**src/rtl/txn_stat_pkg.sv**
```systemverilog
// Package: shared types and constants for the completion status counter bank.
// Assumes the counter window is aligned to its own size (0x200 bytes).
package txn_stat_pkg;

    // Event class carried on both the issue and the completion channel
    typedef enum logic [1:0] {
        KIND_READ   = 2'd0,
        KIND_WRITE  = 2'd1,
        KIND_ATOMIC = 2'd2,
        KIND_NONE   = 2'd3
    } txn_kind_e;

    // Positions of the fixed counters inside the packed fixed-counter array
    localparam int NUM_FIXED      = 7;
    localparam int FIX_ATOMIC_RSP = 0;
    localparam int FIX_WR_ACK     = 1;
    localparam int FIX_RD_RSP     = 2;
    localparam int FIX_ACCEPTED   = 3;
    localparam int FIX_RD_SENT    = 4;
    localparam int FIX_NP_WR_SENT = 5;
    localparam int FIX_P_WR_SENT  = 6;

    // Window geometry
    localparam int NUM_SLOTS          = 128;
    localparam int CNT_REGION_BASE    = 'h200;
    localparam int CLEAR_REG_OFFSET   = 'h60;
    localparam int OUTST_BASE_INDEX   = 16;

    // Window slot index that software uses for each fixed counter
    function automatic int fixed_slot_index(input int f);
        case (f)
            FIX_ATOMIC_RSP: return 0;
            FIX_WR_ACK:     return 1;
            FIX_RD_RSP:     return 2;
            FIX_ACCEPTED:   return 4;
            FIX_RD_SENT:    return 5;
            FIX_NP_WR_SENT: return 10;
            default:        return 11;
        endcase
    endfunction

endpackage

```
**src/rtl/stat_event_decode.sv**
```systemverilog
// Module: stat_event_decode
// Turns one issue event and one completion event per cycle into an increment
// amount for every fixed counter, plus the increment and decrement requests
// for the outstanding bank. Purely combinational.
// Assumes DEST_W <= CNT_W so the destination count fits a counter increment.
module stat_event_decode
    import txn_stat_pkg::*;
#(
    parameter int CNT_W  = 32,
    parameter int DEST_W = 8
) (
    input  logic                             issue_valid,
    input  logic [1:0]                       issue_kind,
    input  logic                             issue_nonposted,
    input  logic                             cmpl_valid,
    input  logic [1:0]                       cmpl_kind,
    input  logic [DEST_W-1:0]                cmpl_ack_count,
    output logic [NUM_FIXED-1:0][CNT_W-1:0]  fixed_inc,
    output logic                             outst_inc,
    output logic                             outst_dec
);

    localparam logic [CNT_W-1:0] ONE = CNT_W'(1);

    txn_kind_e ikind;
    txn_kind_e ckind;
    logic [CNT_W-1:0] ack_ext;

    assign ikind   = txn_kind_e'(issue_kind);
    assign ckind   = txn_kind_e'(cmpl_kind);
    assign ack_ext = CNT_W'(cmpl_ack_count);

    // Increment amount for each fixed counter from both event channels
    always_comb begin
        fixed_inc = '0;
        if (issue_valid) begin
            case (ikind)
                KIND_READ: begin
                    fixed_inc[FIX_ACCEPTED] = ONE;
                    fixed_inc[FIX_RD_SENT]  = ONE;
                end
                KIND_WRITE: begin
                    fixed_inc[FIX_ACCEPTED] = ONE;
                    if (issue_nonposted) fixed_inc[FIX_NP_WR_SENT] = ONE;
                    else                 fixed_inc[FIX_P_WR_SENT]  = ONE;
                end
                KIND_ATOMIC: fixed_inc[FIX_ACCEPTED] = ONE;
                default: ;
            endcase
        end
        if (cmpl_valid) begin
            case (ckind)
                KIND_ATOMIC: fixed_inc[FIX_ATOMIC_RSP] = ONE;
                KIND_WRITE:  fixed_inc[FIX_WR_ACK]     = ack_ext;
                KIND_READ:   fixed_inc[FIX_RD_RSP]     = ONE;
                default: ;
            endcase
        end
    end

    // Requests that expect a response are tracked as outstanding
    always_comb begin
        outst_inc = 1'b0;
        if (issue_valid) begin
            case (ikind)
                KIND_READ, KIND_ATOMIC: outst_inc = 1'b1;
                KIND_WRITE:             outst_inc = issue_nonposted;
                default:                outst_inc = 1'b0;
            endcase
        end
    end

    // Every valid completion retires one outstanding request of its ID
    assign outst_dec = cmpl_valid && (ckind != KIND_NONE);

endmodule

```
**src/rtl/stat_accum.sv**
```systemverilog
// Module: stat_accum
// One monotonically increasing counter that adds a per-cycle amount and
// wraps modulo 2^CNT_W. Assumes the amount is already zero when idle.
module stat_accum #(
    parameter int CNT_W = 32
) (
    input  logic             clk,
    input  logic             rst_n,
    input  logic [CNT_W-1:0] inc,
    output logic [CNT_W-1:0] q
);

    // Accumulate the increment, clearing on synchronous reset
    always_ff @(posedge clk) begin
        if (!rst_n) q <= '0;
        else        q <= q + inc;
    end

endmodule

```
**src/rtl/stat_outstanding_bank.sv**
```systemverilog
// Module: stat_outstanding_bank
// Per-transaction-ID outstanding request counters. Each cycle the mask clear
// is applied first, then at most one increment and one decrement. Equal
// increment and decrement cancel, and a decrement never goes below zero.
// Assumes NUM_ID is a power of two, so every TID value addresses an ID.
module stat_outstanding_bank #(
    parameter int CNT_W  = 32,
    parameter int NUM_ID = 16,
    parameter int TID_W  = 4
) (
    input  logic                          clk,
    input  logic                          rst_n,
    input  logic                          inc_valid,
    input  logic [TID_W-1:0]              inc_tid,
    input  logic                          dec_valid,
    input  logic [TID_W-1:0]              dec_tid,
    input  logic                          clr_valid,
    input  logic [NUM_ID-1:0]             clr_mask,
    output logic [NUM_ID-1:0][CNT_W-1:0]  q
);

    for (genvar i = 0; i < NUM_ID; i++) begin : g_id
        logic             up;
        logic             dn;
        logic [CNT_W-1:0] base;
        logic [CNT_W-1:0] nxt;

        assign up   = inc_valid && (inc_tid == TID_W'(i));
        assign dn   = dec_valid && (dec_tid == TID_W'(i));
        assign base = (clr_valid && clr_mask[i]) ? '0 : q[i];

        // Next count: clear first, then the net of increment and decrement
        always_comb begin
            nxt = base;
            if (up && !dn)                   nxt = base + CNT_W'(1);
            else if (dn && !up && base != 0) nxt = base - CNT_W'(1);
        end

        // Register the outstanding count of this ID
        always_ff @(posedge clk) begin
            if (!rst_n) q[i] <= '0;
            else        q[i] <= nxt;
        end
    end

endmodule

```
**src/rtl/stat_read_port.sv**
```systemverilog
// Module: stat_read_port
// Registered read of the counter window. It decodes a byte address into a
// slot index and returns the fixed counter, the outstanding count or zero,
// zero-extended to the bus width. Assumes CNT_W <= DATA_W and that the
// window base is a multiple of the window size.
module stat_read_port
    import txn_stat_pkg::*;
#(
    parameter int CNT_W  = 32,
    parameter int ADDR_W = 16,
    parameter int DATA_W = 32,
    parameter int NUM_ID = 16
) (
    input  logic                             clk,
    input  logic                             rst_n,
    input  logic [ADDR_W-1:0]                rd_addr,
    input  logic [NUM_FIXED-1:0][CNT_W-1:0]  fixed_q,
    input  logic [NUM_ID-1:0][CNT_W-1:0]     outst_q,
    output logic [DATA_W-1:0]                rd_data
);

    localparam int SLOT_W    = $clog2(NUM_SLOTS);
    localparam int WIN_BYTES = NUM_SLOTS * 4;

    logic              in_window;
    logic [SLOT_W-1:0] slot;
    logic [CNT_W-1:0]  sel;

    assign in_window = (rd_addr >= ADDR_W'(CNT_REGION_BASE)) &&
                       (rd_addr <  ADDR_W'(CNT_REGION_BASE + WIN_BYTES)) &&
                       (rd_addr[1:0] == 2'b00);
    assign slot = rd_addr[SLOT_W+1:2];

    // Select the counter that owns the addressed slot, zero when none does
    always_comb begin
        sel = '0;
        if (in_window) begin
            for (int f = 0; f < NUM_FIXED; f++) begin
                if (slot == SLOT_W'(fixed_slot_index(f))) sel = fixed_q[f];
            end
            for (int i = 0; i < NUM_ID; i++) begin
                if (slot == SLOT_W'(OUTST_BASE_INDEX + i)) sel = outst_q[i];
            end
        end
    end

    // Register the read data for the next cycle
    always_ff @(posedge clk) begin
        if (!rst_n) rd_data <= '0;
        else        rd_data <= DATA_W'(sel);
    end

endmodule

```
**src/rtl/txn_status_counters.sv**
```systemverilog
// Module: txn_status_counters (top)
// Completion status counter bank. Issue and completion events from the command
// path update fixed counters and per-ID outstanding counts. A register write
// to the clear offset zeroes the selected outstanding counts, and every slot
// can be read back at 0x200 + 4*index.
// Assumes at most one issue and one completion event per cycle, DEST_W <= CNT_W
// <= DATA_W, NUM_ID a power of two and OUTST_BASE_INDEX + NUM_ID <= 128.
module txn_status_counters
    import txn_stat_pkg::*;
#(
    parameter int CNT_W  = 32,
    parameter int DEST_W = 8,
    parameter int NUM_ID = 16,
    parameter int ADDR_W = 16,
    parameter int DATA_W = 32,
    localparam int TID_W = (NUM_ID > 1) ? $clog2(NUM_ID) : 1
) (
    input  logic               clk,
    input  logic               rst_n,
    input  logic               issue_valid,
    input  logic [1:0]         issue_kind,
    input  logic               issue_nonposted,
    input  logic [TID_W-1:0]   issue_tid,
    input  logic               cmpl_valid,
    input  logic [1:0]         cmpl_kind,
    input  logic [TID_W-1:0]   cmpl_tid,
    input  logic [DEST_W-1:0]  cmpl_ack_count,
    input  logic               wr_en,
    input  logic [ADDR_W-1:0]  wr_addr,
    input  logic [DATA_W-1:0]  wr_data,
    input  logic [ADDR_W-1:0]  rd_addr,
    output logic [DATA_W-1:0]  rd_data
);

    logic [NUM_FIXED-1:0][CNT_W-1:0] fixed_inc;
    logic [NUM_FIXED-1:0][CNT_W-1:0] fixed_q;
    logic [NUM_ID-1:0][CNT_W-1:0]    outst_q;
    logic                            outst_inc;
    logic                            outst_dec;
    logic                            clr_hit;
    logic [NUM_ID-1:0]               clr_mask;
    logic                            unused_wr_hi;

    // Only the clear register is writable; everything else is read-only
    assign clr_hit  = wr_en && (wr_addr == ADDR_W'(CLEAR_REG_OFFSET));
    assign clr_mask = wr_data[NUM_ID-1:0];
    if (DATA_W > NUM_ID) begin : g_hi
        assign unused_wr_hi = ^wr_data[DATA_W-1:NUM_ID];
    end else begin : g_nohi
        assign unused_wr_hi = 1'b0;
    end

    stat_event_decode #(.CNT_W(CNT_W), .DEST_W(DEST_W)) u_decode (
        .issue_valid     (issue_valid),
        .issue_kind      (issue_kind),
        .issue_nonposted (issue_nonposted),
        .cmpl_valid      (cmpl_valid),
        .cmpl_kind       (cmpl_kind),
        .cmpl_ack_count  (cmpl_ack_count),
        .fixed_inc       (fixed_inc),
        .outst_inc       (outst_inc),
        .outst_dec       (outst_dec)
    );

    for (genvar f = 0; f < NUM_FIXED; f++) begin : g_fixed
        stat_accum #(.CNT_W(CNT_W)) u_acc (
            .clk   (clk),
            .rst_n (rst_n),
            .inc   (fixed_inc[f]),
            .q     (fixed_q[f])
        );
    end

    stat_outstanding_bank #(.CNT_W(CNT_W), .NUM_ID(NUM_ID), .TID_W(TID_W)) u_outst (
        .clk       (clk),
        .rst_n     (rst_n),
        .inc_valid (outst_inc),
        .inc_tid   (issue_tid),
        .dec_valid (outst_dec),
        .dec_tid   (cmpl_tid),
        .clr_valid (clr_hit),
        .clr_mask  (clr_mask),
        .q         (outst_q)
    );

    stat_read_port #(.CNT_W(CNT_W), .ADDR_W(ADDR_W), .DATA_W(DATA_W), .NUM_ID(NUM_ID)) u_rd (
        .clk     (clk),
        .rst_n   (rst_n),
        .rd_addr (rd_addr),
        .fixed_q (fixed_q),
        .outst_q (outst_q),
        .rd_data (rd_data)
    );

endmodule

```
**config.mk**
```make
export PLATFORM = sky130hd
export DESIGN_NAME = txn_status_counters
export DESIGN_NICKNAME = d
export VERILOG_FILES = /design/src/rtl/txn_stat_pkg.sv /design/src/rtl/stat_event_decode.sv /design/src/rtl/stat_accum.sv /design/src/rtl/stat_outstanding_bank.sv /design/src/rtl/stat_read_port.sv /design/src/rtl/txn_status_counters.sv
export SDC_FILE = /design/constraint.sdc
export NUM_CORES = 2
export LEC_CHECK = 0
export CAP_MARGIN = 10
export CORE_AREA = 3 3 327 329
export CTS_BUF_LIST = sky130_fd_sc_hd__clkbuf_8 sky130_fd_sc_hd__clkbuf_16
export DETAILED_ROUTE_END_ITERATION = 7
export DIE_AREA = 0 0 330 332
export MAX_ROUTING_LAYER = met4
export PLACE_DENSITY_LB_ADDON = 0.3
export SETUP_SLACK_MARGIN = 0.02
export SYNTH_ARGS = -nofsm -noshare
export SYNTH_HDL_FRONTEND = slang
export SYNTH_SLANG_ARGS = --single-unit
```
**constraint.sdc**
```tcl
create_clock -name clk -period 6.4 [get_ports clk]
set_clock_uncertainty 0.2 [all_clocks]
set_input_delay 0.96 -clock clk [delete_from_list [all_inputs] [get_ports clk]]
set_output_delay 0.96 -clock clk [all_outputs]
set_load 0.03 [all_outputs]
```
# Word level (Yosys, flattened, before mapping)
# Cells that the tools add are included.
# Widths: inputs -> output; s select.
dict set report totals {
  input_bits 90
  ff_bits 768
  word_cells 370
}
dict set report classes {
  mux 90
  addsub 39
  eq_ne 59
  order_cmp 2
  reduce_logical 156
}
# cell count
set ops {}
lappend ops {{$mux 32} 71}
lappend ops {{$add 32x1->32 const B} 16}
lappend ops {{$reduce_bool 32->1} 16}
lappend ops {{$sub 32x1->32 const B} 16}
lappend ops {{$add 32x32->32} 7}
lappend ops {{$mux 128} 1}
lappend ops {{$eq 7x5->1 const B} 16}
lappend ops {{$logic_and 1x1->1} 100}
lappend ops {{$mux 96} 1}
lappend ops {{$eq 4x4->1 const B} 16}
lappend ops {{$eq 7x7->1} 7}
lappend ops {{$mux 7} 7}
lappend ops {{$mux 33} 1}
lappend ops {{$eq 4x3->1 const B} 8}
lappend ops {{$logic_not 1->1} 32}
lappend ops {{$eq 16x7->1 const B} 1}
lappend ops {{$eq 4x2->1 const B} 4}
lappend ops {{$ge 16x10->1 const B} 1}
lappend ops {{$lt 16x11->1 const B} 1}
lappend ops {{$eq 4x1->1 const B} 2}
lappend ops {{$logic_not 4->1} 2}
lappend ops {{$mux 8} 1}
lappend ops {{$mux 1} 7}
lappend ops {{$logic_not 2->1} 3}
lappend ops {{7 further kinds} 9}

# Longest topological paths before layout
dict set report depth {
  depth_word 28
  ltp_mapped 18
  ltp_nobuf 14
}

# Cells and area by module
# A second synthesis with hierarchy kept.
dict set report unflattened {
  cells_unflattened 9394
  hier_area_um2 69125.0
}
# module cells_each area_per_inst_um2 n_inst seq_area_each_um2
set by_module_without_submodules {}
lappend by_module_without_submodules {stat_outstanding_bank 5708 40057.2 1 10249.8}
lappend by_module_without_submodules {{stat_accum (g_fixed[0].u_acc ...)} 344 2781.4 6 640.6}
lappend by_module_without_submodules {stat_read_port 1045 7805.0 1 640.6}
lappend by_module_without_submodules {{stat_accum (g_fixed[5].u_acc)} 342 2796.4 1 640.6}
lappend by_module_without_submodules {stat_event_decode 229 1716.6 1 0.0}
lappend by_module_without_submodules {txn_status_counters 6 61.3 1 0.0}

# Least setup slack after synthesis
# OpenSTA, ideal clock, no wires.
dict set report synth_timing {
  path_type {input to register}
  start {in wr_addr[7]}
  end {reg u_outst.q[348] (netlist name)}
  cell_stages 17
  path_slack_ns 1.396
  n_path_buf 4
  arrival_time_ns 4.719
  path_cell_list {or4_1 -> nor2_2 -> buf_4 -> buf_4 -> nand3_1 -> clkbuf_1 -> nand2_1 -> ha_1 -> or4b_2 -> nor4_1 -> nand4_1 -> nand4_1 -> clkbuf_1 -> nor2_1 -> a41oi_1 -> o21ai_0 -> a211oi_1}
}
dict set report synth_via {
  elab_chain_cells 8
  elab_cells_between_ends 10
  cone_classes {add/sub (2); eq/ne (1); mux (3); reduce/logical (4)}
}
# item line
set synth_lines {}
lappend synth_lines {{start: declaration} txn_status_counters.sv:29} ;# input logic [ADDR_W-1:0] wr_addr,
lappend synth_lines {{$eq 16x7->1 *} txn_status_counters.sv:45} ;# assign clr_hit = wr_en && (wr_addr == ADDR_W'(CLEAR_REG_OFFSET));
lappend synth_lines {{$logic_and 1x1->1 *} txn_status_counters.sv:45}
lappend synth_lines {{$logic_and 1x1->1 *} stat_outstanding_bank.sv:30} ;# assign base = (clr_valid && clr_mask[i]) ? '0 : q[i];
lappend synth_lines {{$mux 32 *} stat_outstanding_bank.sv:30}
lappend synth_lines {{parallel branches: the longest is 3 deep, another holds $sub 32x1->32} -}
lappend synth_lines {{$mux 32 *} stat_outstanding_bank.sv:35} ;# if (up && !dn) nxt = base + CNT_W'(1);
lappend synth_lines {{end signal: indexed assignment} stat_outstanding_bank.sv:42} ;# else q[i] <= nxt;
lappend synth_lines {{end: declaration} stat_outstanding_bank.sv:19} ;# output logic [NUM_ID-1:0][CNT_W-1:0] q
# Mark *: on every way between the ends.
# A chain may end at the register's enable or synchronous reset.

# Worst setup path in the final report
dict set report layout_timing {
  start {in wr_addr[1]}
  end {reg u_outst.q[348] (netlist name)}
}
# Same word-level chain as after synthesis.

==> results.yml <==
synthesis:
  yosys.area.top_type_share_pct: 27.0
  synth_seq_cells: 768
  yosys-top-cells-area: "dfxtp_1, nor2_1, nand2_1"
  ys_types: 110
  syn_inst: 8063
  netlist_area_sq_um: 57000
  yosysMostFrequentCell: "nor2_1"
  syn_area_per_cell_sq_um: 7.07
  ys_async_sr_fraction_pct: 0
  synth-edff-count: 0
  yosysTopAreaCell: "dfxtp_1"
  yosysSeqAreaShare_pct: 27.0
  synth_common_cells: "nor2_1, nand2_1, dfxtp_1"
  synth_ff_type: "dfxtp_1"
  yosysWarningCount: 0
  syn_nets: 8222
routing:
  vias_per_cell: 7.02
  dr.pass1.iters: 7
  drtIter0Drc: 10500
  ant_nets: 0
  drt-wirelength-per-cell_microns: 26.3
  drc: 0
  vias: 65100
  routed_wl_microns: 244000
power:
  pwr-share-comb_pct: 11.7
  switchingPower_w: 0.00345
  powerDensity_nw_per_um2: 195
  swShare_pct: 28.4
  ir_worst_vdd_v: 0.000243
  p_int_w: 0.00869
  seq_power_share_pct: 41.1
  clock_power_share_pct: 47.2
  p_leak_nw: 23.1
finish:
  num-fill-cells: 9667
  drive_gt1_share_pct: 6.94
  seqCellArea_sq_um: 15400
  multi_input_area_sq_um: 38700
  final_nets: 7957
  area_growth_syn_to_layout_pct: 9.07
floorplanning:
  dieArea_sq_um: 110000
  dieWidth_microns: 330
  die_h_microns: 332
  rows: 118
  design.core.area_sq_um: 104000
  io_pins: 122
  start_util_pct: 55.0
timing:
  drv_slew: 0
  finalSetupViolations: 0
  worst_pin_slew_ns: 1.49
  fin_ws_ns: 0.895
  finalCriticalPeriod_ns: 5.51
  rsz0062_at_grt: "no"
  max_freq_mhz: 182
  tns_ns: 0
  timing.slew.headroom_pct: 0.689
  finalHoldViolations: 0
  post-route-period-util_pct: 86.0
worst_setup_path:
  cp_num_buf_inv: 1
  critical-path-top-delay-family: "simple AND/OR/NAND/NOR gates"
  critical_path_class: "input pin to register"
  worst_path_max_delay_cell: "nor4b_2"
  critPathLaunchType: "input pin"
  arrival_ns: 5.93
  crit_path_max_incr_delay_ns: 0.65
  path_cells: "clkdlybuf4s50_1 > nor4b_2 > and3_2 > nand3_1 > nand2_1 > ha_1 > or4b_2 > nor4_1 > nand4_1 > nand4_1 > nor2_1 > a41oi_1 > o21ai_0 > a211oi_1"
  critPathCaptureType: "register"
  path_max_fanout: 11
  cp_common_cell: "nand4_1"
  cp.required_ns: 6.82
grt:
  grt_remaining_overflow: 0
  antenna_found_initial: 17
  grt_first_pass_wirelength_microns: 362000
  grt_use_total_pct: 43.6
  grt_pass1_vias: 57400
  grt_start_max_net_pins: 152
clock_tree:
  clock-sinks: 768
  numCtsBuffers: 93
  postCtsHoldBufs: 0
  cts_tree: "built"
  clk_path_buf_depth: 3
  post_cts_resized: 0
  clkLatencyLatePin_ns: 0.72
  clockRootBuffer: "clkbuf_16"
  cts_setup_buffers: 0
  clkTransAtPathRegs_ns: 0.06
  htreeDepth: 3
placed_design:
  gp_congestion: 1.09
  pre_cts_slack_ns: 0.449
  dp_hpwl_microns: 178000
  io_buffers: 105
status:
  outcome: "finished, final reports clean"
flow_run:
  maxCapViolations: 0
worst_hold_path:
  hold_class: "register to register"
-- placed cells by master, fill, tap and decap left out, types with 144 or more instances in the layout --
cell and n:
nor2_1 947, nand2_1 925, dfxtp_1 768, a21oi_1 554
o21ai_0 411, nand3_1 387, nor3_1 330, and3_1 210
xor2_1 204, nand4_1 203, buf_4 183, nor4_1 164
xnor2_1 164, mux2i_1 155, or3_1 144
-- power by group through the flow --
stage | combinational (W) | sequential (W) | clock [W]
after floorplan | 0.00102 | 0.00498 | 0
after global placement | 0.00134 | 0.00508 | 0
after detailed placement | 0.00136 | 0.00508 | 0
after CTS | 0.00137 | 0.00498 | 0.00577
after global routing | 0.00153 | 0.00499 | 0.00595
final | 0.00141 | 0.00499 | 0.00573
-- metal layers --
layer | global-route usage [%] | vias up | part of all wire [%]
li1 | - | 29200 | -
met1 | 59.3 | 30700 | 41
met2 | 58.5 | 4517 | 40
met3 | 13.4 | 728 | 14
met4 | 19.6 | 0 | 5.5
met5 | - | - | 0
-- sequential cells by signal (all words and copies together), names as in the netlist --
name / flops
g_fixed.u_acc.q: 224
u_outst.q: 512
u_rd.rd_data: 32
-- worst reg2reg max path, stage by stage, from the launching register on --
cell       delay [ns]
dfxtp_1          0.48
nand2_1          0.17
ha_1             0.31
nor4b_1          0.20
a221oi_1         0.98
o2111ai_1        0.58
or4_1            0.55
nand4_1          0.10
o211a_1          0.15
-- metrics by stage --
| stage | util, % | hold slack (ns) | total power, W | cells | instance area [sq um] |
|---|---|---|---|---|---|
| after global routing | 59.9 | 0.312 | 0.0125 | 9274 | 62200 |
| after floorplan | - | 0.250 | 0.00600 | 8063 | 57000 |
| final | 59.9 | 0.287 | 0.0121 | 9276 | 62200 |
| after global placement | 56.7 | 0.267 | 0.00642 | 9082 | 58900 |
| after detailed placement | 56.7 | 0.277 | 0.00644 | 9082 | 58900 |
| after CTS | 59.9 | 0.287 | 0.0121 | 9257 | 62200 |
-- layout make-up --
| class | count | share of cell area [%] |
|---|---|---|
| Sequential cell | 768 | 24.7 |
| Inverter | 128 | 0.784 |
| Clock inverter | 60 | 1.07 |
| Antenna cell | 18 | 0.0724 |
| Timing Repair Buffer | 293 | 4.06 |
| Multi-Input combinational cell | 6514 | 62.3 |
| Tap cell | 1380 | 2.78 |
| Clock buffer | 115 | 4.25 |
-- cells by family after synthesis --
family | Yosys count | share of synthesized area (%)
and+or+nand+nor | 3809 | 33.0
buffers and inverters | 781 | 5.26
muxes | 205 | 3.83
DFF | 768 | 27.0
xor gates and xnor gates | 368 | 5.65
AOI/OAI and AO/OA | 2063 | 23.8
adders and majority gates | 69 | 1.53
-- final timing paths --
kind                                          start                           endpoint  slack [ns]  depth (start not counted)
setup / recovery                         wr_addr[1]          u_outst.q[348]$_SDFF_PN0_        0.89                         14
hold / removal    g_fixed[2].u_acc.q[30]$_SDFF_PN0_  g_fixed[2].u_acc.q[30]$_SDFF_PN0_        0.29                          2
setup reg to reg          u_outst.q[193]$_SDFF_PN0_          u_outst.q[212]$_SDFF_PN0_        2.62                          8
hold reg to reg   g_fixed[2].u_acc.q[30]$_SDFF_PN0_  g_fixed[2].u_acc.q[30]$_SDFF_PN0_        0.29                          2
Note: power is estimated with default switching activity, not from simulation.
